File: src/rtl/rxts_pkg.sv
package rxts_pkg;

    localparam logic [47:0] META_DMAC  = 48'h0AFE0000005A;
    localparam logic [47:0] META_SMAC  = 48'h025453000001;
    localparam logic [15:0] META_ETYPE = 16'hD7A1;

    typedef enum logic [1:0] {
        KIND_PASS = 2'd0,
        KIND_HOLD = 2'd1,
        KIND_META = 2'd2
    } beat_kind_t;

    typedef enum logic {
        ST_IDLE = 1'b0,
        ST_WAIT = 1'b1
    } pair_state_t;

    function automatic logic is_meta_hdr(input logic [47:0] dmac,
                                         input logic [47:0] smac,
                                         input logic [15:0] etype);
        return (dmac == META_DMAC) && (smac == META_SMAC) && (etype == META_ETYPE);
    endfunction

endpackage

File: src/rtl/rxts_classify.sv
module rxts_classify
    import rxts_pkg::*;
(
    input  logic [47:0] dmac,
    input  logic [47:0] smac,
    input  logic [15:0] etype,
    input  logic        tsable,
    input  logic        en,
    output beat_kind_t  kind
);
    always_comb begin
        if (is_meta_hdr(dmac, smac, etype))
            kind = KIND_META;
        else if (tsable && en)
            kind = KIND_HOLD;
        else
            kind = KIND_PASS;
    end
endmodule

File: src/rtl/rxts_rebuild.sv
module rxts_rebuild #(
    parameter int TIME_W = 32,
    parameter int PART_W = 24
) (
    input  logic [PART_W-1:0] part,
    input  logic [TIME_W-1:0] now,
    output logic [TIME_W-1:0] full
);
    localparam int HI_W = TIME_W - PART_W;

    logic [HI_W-1:0] hi_now;
    logic [HI_W-1:0] hi_fix;
    logic            borrow;

    assign hi_now = now[TIME_W-1:PART_W];
    assign borrow = part > now[PART_W-1:0];
    assign hi_fix = borrow ? hi_now - HI_W'(1) : hi_now;
    assign full   = {hi_fix, part};
endmodule

File: src/rtl/rxts_pair_fsm.sv
module rxts_pair_fsm
    import rxts_pkg::*;
#(
    parameter int DESC_W = 16,
    parameter int TIME_W = 32,
    parameter int CNT_W  = 8
) (
    input  logic              clk,
    input  logic              rst,
    input  logic              en,
    input  logic              in_valid,
    input  beat_kind_t        kind,
    input  logic [DESC_W-1:0] in_desc,
    input  logic [TIME_W-1:0] stamp,
    output logic              out_valid,
    output logic [DESC_W-1:0] out_desc,
    output logic [TIME_W-1:0] out_stamp,
    output logic              out_stamp_ok,
    output logic              out_missed,
    output logic [CNT_W-1:0]  orphan_cnt
);
    localparam logic [CNT_W-1:0] CNT_MAX = '1;

    pair_state_t       state;
    logic [DESC_W-1:0] held;

    always_ff @(posedge clk) begin
        if (rst) begin
            state        <= ST_IDLE;
            held         <= '0;
            out_valid    <= 1'b0;
            out_desc     <= '0;
            out_stamp    <= '0;
            out_stamp_ok <= 1'b0;
            out_missed   <= 1'b0;
            orphan_cnt   <= '0;
        end else begin
            out_valid    <= 1'b0;
            out_stamp_ok <= 1'b0;
            out_missed   <= 1'b0;
            if (in_valid) begin
                unique case (kind)
                    KIND_PASS: begin
                        out_valid <= 1'b1;
                        out_desc  <= in_desc;
                    end
                    KIND_HOLD: begin
                        if (state == ST_WAIT) begin
                            out_valid  <= 1'b1;
                            out_desc   <= held;
                            out_missed <= 1'b1;
                        end
                        held  <= in_desc;
                        state <= ST_WAIT;
                    end
                    KIND_META: begin
                        if (en) begin
                            if (state == ST_WAIT) begin
                                out_valid    <= 1'b1;
                                out_desc     <= held;
                                out_stamp    <= stamp;
                                out_stamp_ok <= 1'b1;
                                state        <= ST_IDLE;
                            end else if (orphan_cnt != CNT_MAX) begin
                                orphan_cnt <= orphan_cnt + CNT_W'(1);
                            end
                        end
                    end
                    default: ;
                endcase
            end
        end
    end
endmodule

File: src/rtl/rxts_pairer.sv
module rxts_pairer
    import rxts_pkg::*;
#(
    parameter int DESC_W = 16,
    parameter int TIME_W = 32,
    parameter int PART_W = 24,
    parameter int CNT_W  = 8
) (
    input  logic              clk,
    input  logic              rst,
    input  logic              rx_ts_en,
    input  logic [TIME_W-1:0] now_time,
    input  logic              in_valid,
    input  logic [47:0]       in_dmac,
    input  logic [47:0]       in_smac,
    input  logic [15:0]       in_etype,
    input  logic              in_tsable,
    input  logic [DESC_W-1:0] in_desc,
    input  logic [PART_W-1:0] in_part_ts,
    output logic              out_valid,
    output logic [DESC_W-1:0] out_desc,
    output logic [TIME_W-1:0] out_stamp,
    output logic              out_stamp_ok,
    output logic              out_missed,
    output logic [CNT_W-1:0]  orphan_cnt
);
    beat_kind_t        kind;
    logic [TIME_W-1:0] stamp;

    rxts_classify u_cls (
        .dmac   (in_dmac),
        .smac   (in_smac),
        .etype  (in_etype),
        .tsable (in_tsable),
        .en     (rx_ts_en),
        .kind   (kind)
    );

    rxts_rebuild #(.TIME_W(TIME_W), .PART_W(PART_W)) u_reb (
        .part (in_part_ts),
        .now  (now_time),
        .full (stamp)
    );

    rxts_pair_fsm #(.DESC_W(DESC_W), .TIME_W(TIME_W), .CNT_W(CNT_W)) u_fsm (
        .clk          (clk),
        .rst          (rst),
        .en           (rx_ts_en),
        .in_valid     (in_valid),
        .kind         (kind),
        .in_desc      (in_desc),
        .stamp        (stamp),
        .out_valid    (out_valid),
        .out_desc     (out_desc),
        .out_stamp    (out_stamp),
        .out_stamp_ok (out_stamp_ok),
        .out_missed   (out_missed),
        .orphan_cnt   (orphan_cnt)
    );
endmodule

File: config.mk
export PLATFORM = sky130hd
export DESIGN_NAME = rxts_pairer
export DESIGN_NICKNAME = d
export VERILOG_FILES = /design/src/rtl/rxts_pkg.sv /design/src/rtl/rxts_classify.sv /design/src/rtl/rxts_rebuild.sv /design/src/rtl/rxts_pair_fsm.sv /design/src/rtl/rxts_pairer.sv
export SDC_FILE = /design/constraint.sdc
export NUM_CORES = 1
export LEC_CHECK = 0
export BUFFER_PORTS_ARGS = -buffer_cell sky130_fd_sc_hd__buf_2
export CORE_ASPECT_RATIO = 2
export CORE_MARGIN = 2
export CORE_UTILIZATION = 44
export DETAILED_ROUTE_END_ITERATION = 8
export GPL_TIMING_DRIVEN = 1
export PLACE_DENSITY = 0.81
export SETUP_SLACK_MARGIN = 0.15
export SLEW_MARGIN = 0
export SYNTH_ARGS = -nofsm -noshare
export SYNTH_HDL_FRONTEND = slang
export SYNTH_SLANG_ARGS = --single-unit
export TNS_END_PERCENT = 30
File: constraint.sdc
create_clock -name clk -period 3 [get_ports clk]
set_input_delay 0.3 -clock clk [delete_from_list [all_inputs] [get_ports clk]]
set_output_delay 0.3 -clock clk [all_outputs]
set_load 0.02 [all_outputs]
==> results.sh, run 1 <==
export IMPL_die_area_um2=10500
export IMPL_drc=0
export IMPL_cp_num_buf_inv=2
export IMPL_cp_start_kind="input port"
export IMPL_cap_violations=0
export IMPL_ant_nets=0
export IMPL_cp_common_cell="a211oi_1"
export IMPL_hold_start="in_desc[1]"
export IMPL_numCtsBuffers=9
export IMPL_io_buffers=247
export IMPL_cts_resized=0
export IMPL_critPathMaxStageDelay_ns=0.59
export IMPL_ctsHoldBuffers=0
export IMPL_grt_pass1_vias=4467
export IMPL_grt_max_degree=40
export IMPL_power_leakage_nw=2.83
export IMPL_netlist_area_leader_share_pct=35.8
export IMPL_hold_class="in -> reg"
export IMPL_post_cts_setup_buffer_count=0
export IMPL_worst_clock_skew_ns=0.00459
export IMPL_finalCriticalPeriod_ns=2.30
export IMPL_clk_pin_slew_ns=0.06
export IMPL_viasPerCell=5.54
export IMPL_synth_edf_count=0
export IMPL_synth_fp_nets=665
export IMPL_firstDrtPassIters=4
export IMPL_cp_required_ns=3.24
export IMPL_maxSlewHeadroom_pct=49.8
export IMPL_clk_latency_ns=0.33
export IMPL_drt_iter0_markers=125
export IMPL_initial_core_util_pct=45.3
export IMPL_cp_cell_sequence="buf_2 -> inv_1 -> ha_1 -> a21o_1 -> nand3_1 -> a211oi_1 -> or4_1 -> o21ai_2 -> mux2_2 -> a211oi_1"
export IMPL_p_per_area_nw_per_um2=449
export IMPL_syn2layout_area_growth_pct=39.2
export IMPL_wire_per_inst_um=16.2
export IMPL_syn_area_um2=4250
export IMPL_netlist_instances=450
export IMPL_nets=910
export IMPL_critical_path_top_delay_family="compound AO/OA/AOI/OAI gates"
export IMPL_crit_type="in -> reg"
export IMPL_antenna_found_initial=1
export IMPL_vias=4462
export IMPL_core_um2=9380
export IMPL_cts_buffer_depth=2
export IMPL_routed_wl_um=13100
export IMPL_drive_gt1_share_pct=43.0
export IMPL_slew_violations=0
export IMPL_yosysMostFrequentCell="dfxtp_1"
export IMPL_dp_hpwl_um=10600
export IMPL_timing_rr_start="u_fsm.orphan_cnt[2]"
export IMPL_worstSetupStartpoint="now_time[13]"
export IMPL_synth_ff_type="dfxtp_1"
export IMPL_ioPinCount=248
export IMPL_grtUsageTotal_pct=24.0
export IMPL_ir_drop_uv=367
export IMPL_hold_viol=0
export IMPL_ys_seq_elements=76
export IMPL_rows=50
export IMPL_cts_root_buf="clkbuf_16"
export IMPL_setup_tns_ns=0
export IMPL_finalCritPeriodShare_pct=76.8
export IMPL_setup_viol=0
export IMPL_async_reset_ff_share_pct=0
export IMPL_worst_pin_slew_ns=0.753
export IMPL_cts_sinks=76
export IMPL_synth_warning_count=0
export IMPL_fp_dieH_um=143
export IMPL_arrival_ns=2.54
export IMPL_synthTopCellsByCount="dfxtp_1, nor2_1, mux2i_1, inv_1, ha_1"
export IMPL_gp_congestion=0.864
export IMPL_grt_overflow=0
export IMPL_syn_area_per_cell_um2=9.45
export IMPL_cp_slowest_cell="or4_1"
export IMPL_final_cell_area_um2=5920
export IMPL_crit_fanout=8
export IMPL_cts_tree="built"
export IMPL_placed_area_um2=5590
export IMPL_synth_top_area_cell="dfxtp_1"
export IMPL_ys_seq_area_share_pct=35.8
export IMPL_max_freq_mhz=434
export IMPL_htree_levels=3
export IMPL_die_w_um=73.5
export IMPL_rsz0062_at_grt="no"
export IMPL_status="complete, no violations"
export IMPL_synthTopCellsByArea="dfxtp_1, mux2i_1, ha_1, nor2_1, a211oi_2"
export IMPL_cp_end_kind="flop"
export IMPL_grt_first_pass_wirelength_um=19500
export IMPL_synth_cell_types=51
[area by class of cell]
class | count | area [µm²]
Multi-Input combinational cell | 325 | 2510
Timing Repair Buffer | 253 | 1310
Clock inverter | 7 | 105
Fill cell | 777 | 3470
Inverter | 30 | 113
Clock buffer | 9 | 225
Tap cell | 104 | 130
Sequential cell | 76 | 1520
Antenna cell | 1 | 2.50
[placed cells by master (no fill, tap or decap), types with 7 or more instances in the layout]
cell / netlist / final
nor4_1: 14 / 14
clkbuf_16: 0 / 9
nand3_1: 9 / 9
buf_2: 6 / 247
nor2_1: 69 / 69
xnor2_1: 7 / 7
a211oi_2: 16 / 16
inv_1: 30 / 30
ha_1: 26 / 26
mux2i_1: 56 / 56
nor4b_1: 19 / 19
a21oi_1: 11 / 11
nand4_1: 17 / 17
dfxtp_1: 76 / 76
[tightest hold or removal path, cell delays in order]
cell and delay [ns]:
buf_2 0.09, mux2i_1 0.06, nor2_1 0.07
[registers in the layout, indices dropped and copies added (netlist names)]
| register | count |
|---|---|
| u_fsm.held | 16 |
| u_fsm.orphan_cnt | 8 |
| u_fsm.out_desc | 16 |
| u_fsm.out_missed | 1 |
| u_fsm.out_stamp | 32 |
| u_fsm.out_stamp_ok | 1 |
| u_fsm.out_valid | 1 |
| u_fsm.state | 1 |
[metrics by stage]
| step | hold slack [ns] | instances | setup WS [ns] | power, mW | utilization, % |
|---|---|---|---|---|---|
| after floorplan | 0.447 | 450 | 0.614 | 1.28 | - |
| after global placement | 0.468 | 788 | 0.443 | 1.46 | 59.5 |
| after detailed placement | 0.479 | 788 | 0.348 | 1.48 | 59.5 |
| after CTS | 0.218 | 804 | 0.708 | 2.68 | 63.0 |
| after global routing | 0.235 | 805 | 0.524 | 2.76 | 63.1 |
| final | 0.226 | 805 | 0.697 | 2.65 | 63.1 |
[logic make-up after synthesis]
| logic type | Yosys count | share of synthesized area, % |
|---|---|---|
| DFF | 76 | 35.8 |
| buffers and inverters | 49 | 5.12 |
| adders and majority gates | 26 | 7.65 |
| xor gates and xnor gates | 9 | 1.85 |
| AOI/OAI and AO/OA | 63 | 12.1 |
| and+or+nand+nor | 170 | 24.1 |
| muxes | 57 | 13.4 |
[per-layer routing]
| metal | wire length (µm) | vias to the layer above | global-route usage [%] |
|---|---|---|---|
| met5 | 0 | - | 0 |
| met4 | 724 | 0 | 14.3 |
| met3 | 857 | 53 | 4.09 |
| met2 | 7240 | 228 | 48.0 |
| met1 | 4240 | 2030 | 20.3 |
| li1 | - | 2151 | - |
[where the power goes]
group	switching [mW]	internal [mW]
registers	0.0140	1.03
clock network	0.451	0.743
logic	0.216	0.196
[worst paths after layout]
check	end	slack, ns	depth (start not counted)
worst min register to register	u_fsm.out_stamp[14]	0.49	2
worst max register to register	u_fsm.orphan_cnt[0]	1.10	6
worst min-delay path	u_fsm.held[1]	0.23	3
worst max-delay path	u_fsm.out_stamp[25]	0.70	10
Power figures use the tool's default switching activity.
==> inputs of run 2 (changes only) <==
==> constraint.sdc (replaced) <==
create_clock -name clk -period 2.2 [get_ports clk]
set_input_delay 0.22 -clock clk [delete_from_list [all_inputs] [get_ports clk]]
set_output_delay 0.22 -clock clk [all_outputs]
set_load 0.02 [all_outputs]
==> run 2 against run 1 <==
Clock skew increased by 0.0047 ns. Routed wire length is 7.8% higher. Combinational power rose by 58%. Setup slack lost 0.52 ns. Final area up 8.0%. Total power increased by 39%. First-iteration DRC count increased by 2.4%. Die area did not move. Largest cell class unchanged. Highest routed layer unchanged.
==> results.sh, run 2 (synthesized netlist as in run 1, its figures left out) <==
export IMPL_status="complete, no violations"
export IMPL_worst_pin_slew_ns=0.649
export IMPL_cts_sinks=76
export IMPL_grt_max_degree=38
export IMPL_syn2layout_area_growth_pct=50.3
export IMPL_cp_end_kind="flop"
export IMPL_cts_buffer_depth=2
export IMPL_wire_per_inst_um=17.0
export IMPL_worst_clock_skew_ns=0.00932
export IMPL_grt_first_pass_wirelength_um=20800
export IMPL_fin_hold_ws_ns=0.141
export IMPL_cap_violations=0
export IMPL_core_um2=9380
export IMPL_final_common_cell="buf_2"
export IMPL_timing_rr_start="u_fsm.orphan_cnt[2]"
export IMPL_cp_num_buf_inv=1
export IMPL_antenna_found_initial=0
export IMPL_finalCritPeriodShare_pct=91.8
export IMPL_final_cell_mix="buf_2, dfxtp_1, nor2_1"
export IMPL_fin_cells=830
export IMPL_power_leakage_nw=3.01
export IMPL_r2r_end="u_fsm.orphan_cnt[0]"
export IMPL_crit_fanout=5
export IMPL_drt_iter0_markers=128
export IMPL_setup_tns_ns=0
export IMPL_place_inst=810
export IMPL_reg2reg_depth=6
export IMPL_critPathMaxStageDelay_ns=0.57
export IMPL_crit_path_end="u_fsm.out_stamp[25]"
export IMPL_cp_slowest_cell="or4_4"
export IMPL_grtUsageTotal_pct=25.5
export IMPL_routed_wl_um=14100
export IMPL_io_buffers=247
export IMPL_r2r_slack_ns=0.34
export IMPL_htree_levels=3
export IMPL_gp_congestion=0.909
export IMPL_ioPinCount=248
export IMPL_cp_cell_sequence="buf_2 -> ha_1 -> a21o_1 -> nand3_1 -> a211oi_1 -> or4_4 -> o21ai_4 -> mux2_4 -> a211oi_2"
export IMPL_top_regs="u_fsm.out_stamp: 32 flops, u_fsm.held: 16 flops, u_fsm.out_desc: 16 flops"
export IMPL_fin_ws_ns=0.179
export IMPL_power_total_mw=3.70
export IMPL_fill_cells=717
export IMPL_clk_pin_slew_ns=0.06
export IMPL_diodes=0
export IMPL_critical_path_top_delay_family="compound AO/OA/AOI/OAI gates"
export IMPL_ant_nets=0
export IMPL_clk_latency_ns=0.33
export IMPL_cp_start_kind="input port"
export IMPL_register_area_um2=1520
export IMPL_cp_required_ns=2.45
export IMPL_die_area_um2=10500
export IMPL_initial_core_util_pct=45.3
export IMPL_drive_gt1_share_pct=47.9
export IMPL_final_cell_area_um2=6390
export IMPL_hold_class="in -> reg"
export IMPL_nets=936
export IMPL_finalCriticalPeriod_ns=2.02
export IMPL_firstDrtPassIters=4
export IMPL_ir_drop_uv=396
export IMPL_rsz0062_at_grt="yes"
export IMPL_cts_root_buf="clkbuf_16"
export IMPL_cts_tree="built"
export IMPL_setup_viol=0
export IMPL_viasPerCell=5.59
export IMPL_multiInputGateArea_um2=2700
export IMPL_rows=50
export IMPL_crit_type="in -> reg"
export IMPL_die_w_um=73.5
export IMPL_cp_depth=9
export IMPL_grt_pass1_vias=4658
export IMPL_dp_slack_ns=-0.296
export IMPL_vias=4640
export IMPL_top_register="u_fsm.out_stamp"
export IMPL_grt_overflow=0
export IMPL_placed_area_um2=5830
export IMPL_slew_violations=0
export IMPL_fp_dieH_um=143
export IMPL_largest_register_ffs=32
export IMPL_p_per_area_nw_per_um2=578
export IMPL_fin_util_pct=68.1
export IMPL_hold_viol=0
export IMPL_numCtsBuffers=9
export IMPL_maxSlewHeadroom_pct=56.4
export IMPL_worstSetupStartpoint="in_part_ts[13]"
export IMPL_max_freq_mhz=495
export IMPL_drc=0
export IMPL_arrival_ns=2.27
export IMPL_dp_hpwl_um=11100
run 2: tightest hold or removal path: stages:
cell	delay, ns
buf_2	0.08
mux2i_1	0.06
nor2_1	0.07
run 2: worst min-delay path by stage:
stage	start	to	slack [ns]	depth (start not counted)
after floorplan	in_desc[0]	u_fsm.held[0]	0.37	2
after global placement	u_fsm.out_stamp[1]	u_fsm.out_stamp[1]	0.47	2
after detailed placement	u_fsm.out_stamp[20]	u_fsm.out_stamp[20]	0.48	2
after CTS	in_desc[12]	u_fsm.held[12]	0.13	3
after global routing	in_part_ts[3]	u_fsm.out_stamp[3]	0.15	3
final	in_desc[12]	u_fsm.held[12]	0.14	3
run 2: layout make-up:
cell class              count  share of cell area [%]
multi-input cells         325                    42.3
clock inverters             7                    1.61
repair buffers            279                    25.0
flip-flops and latches     76                    23.8
inverters                  30                    1.76
clock buffers               9                    3.52
well taps                 104                    2.04
run 2: power breakdown:
part	switching, mW	internal (mW)
clock network	0.604	1.01
registers	0.0179	1.41
logic	0.328	0.322
run 2: metal layers:
layer  up-vias  wire, µm  global-route usage [%]  part of all wire (%)
li1       2204         -                       -                     -
met1      2197      4760                    22.2                    34
met2       203      8010                    51.7                    57
met3        36       858                    5.50                   6.1
met4         0       444                    11.1                   3.2
met5         -         0                       0                     0
run 2: timing repair:
| action | CTS | global route |
|---|---|---|
| pin swaps | 2 | 15 |
| hold buffers | 0 | 0 |
| endpoints found under the setup margin | 4 | 20 |
| resized for setup | 3 | 33 |
| buffers inserted | 1 | 3 |
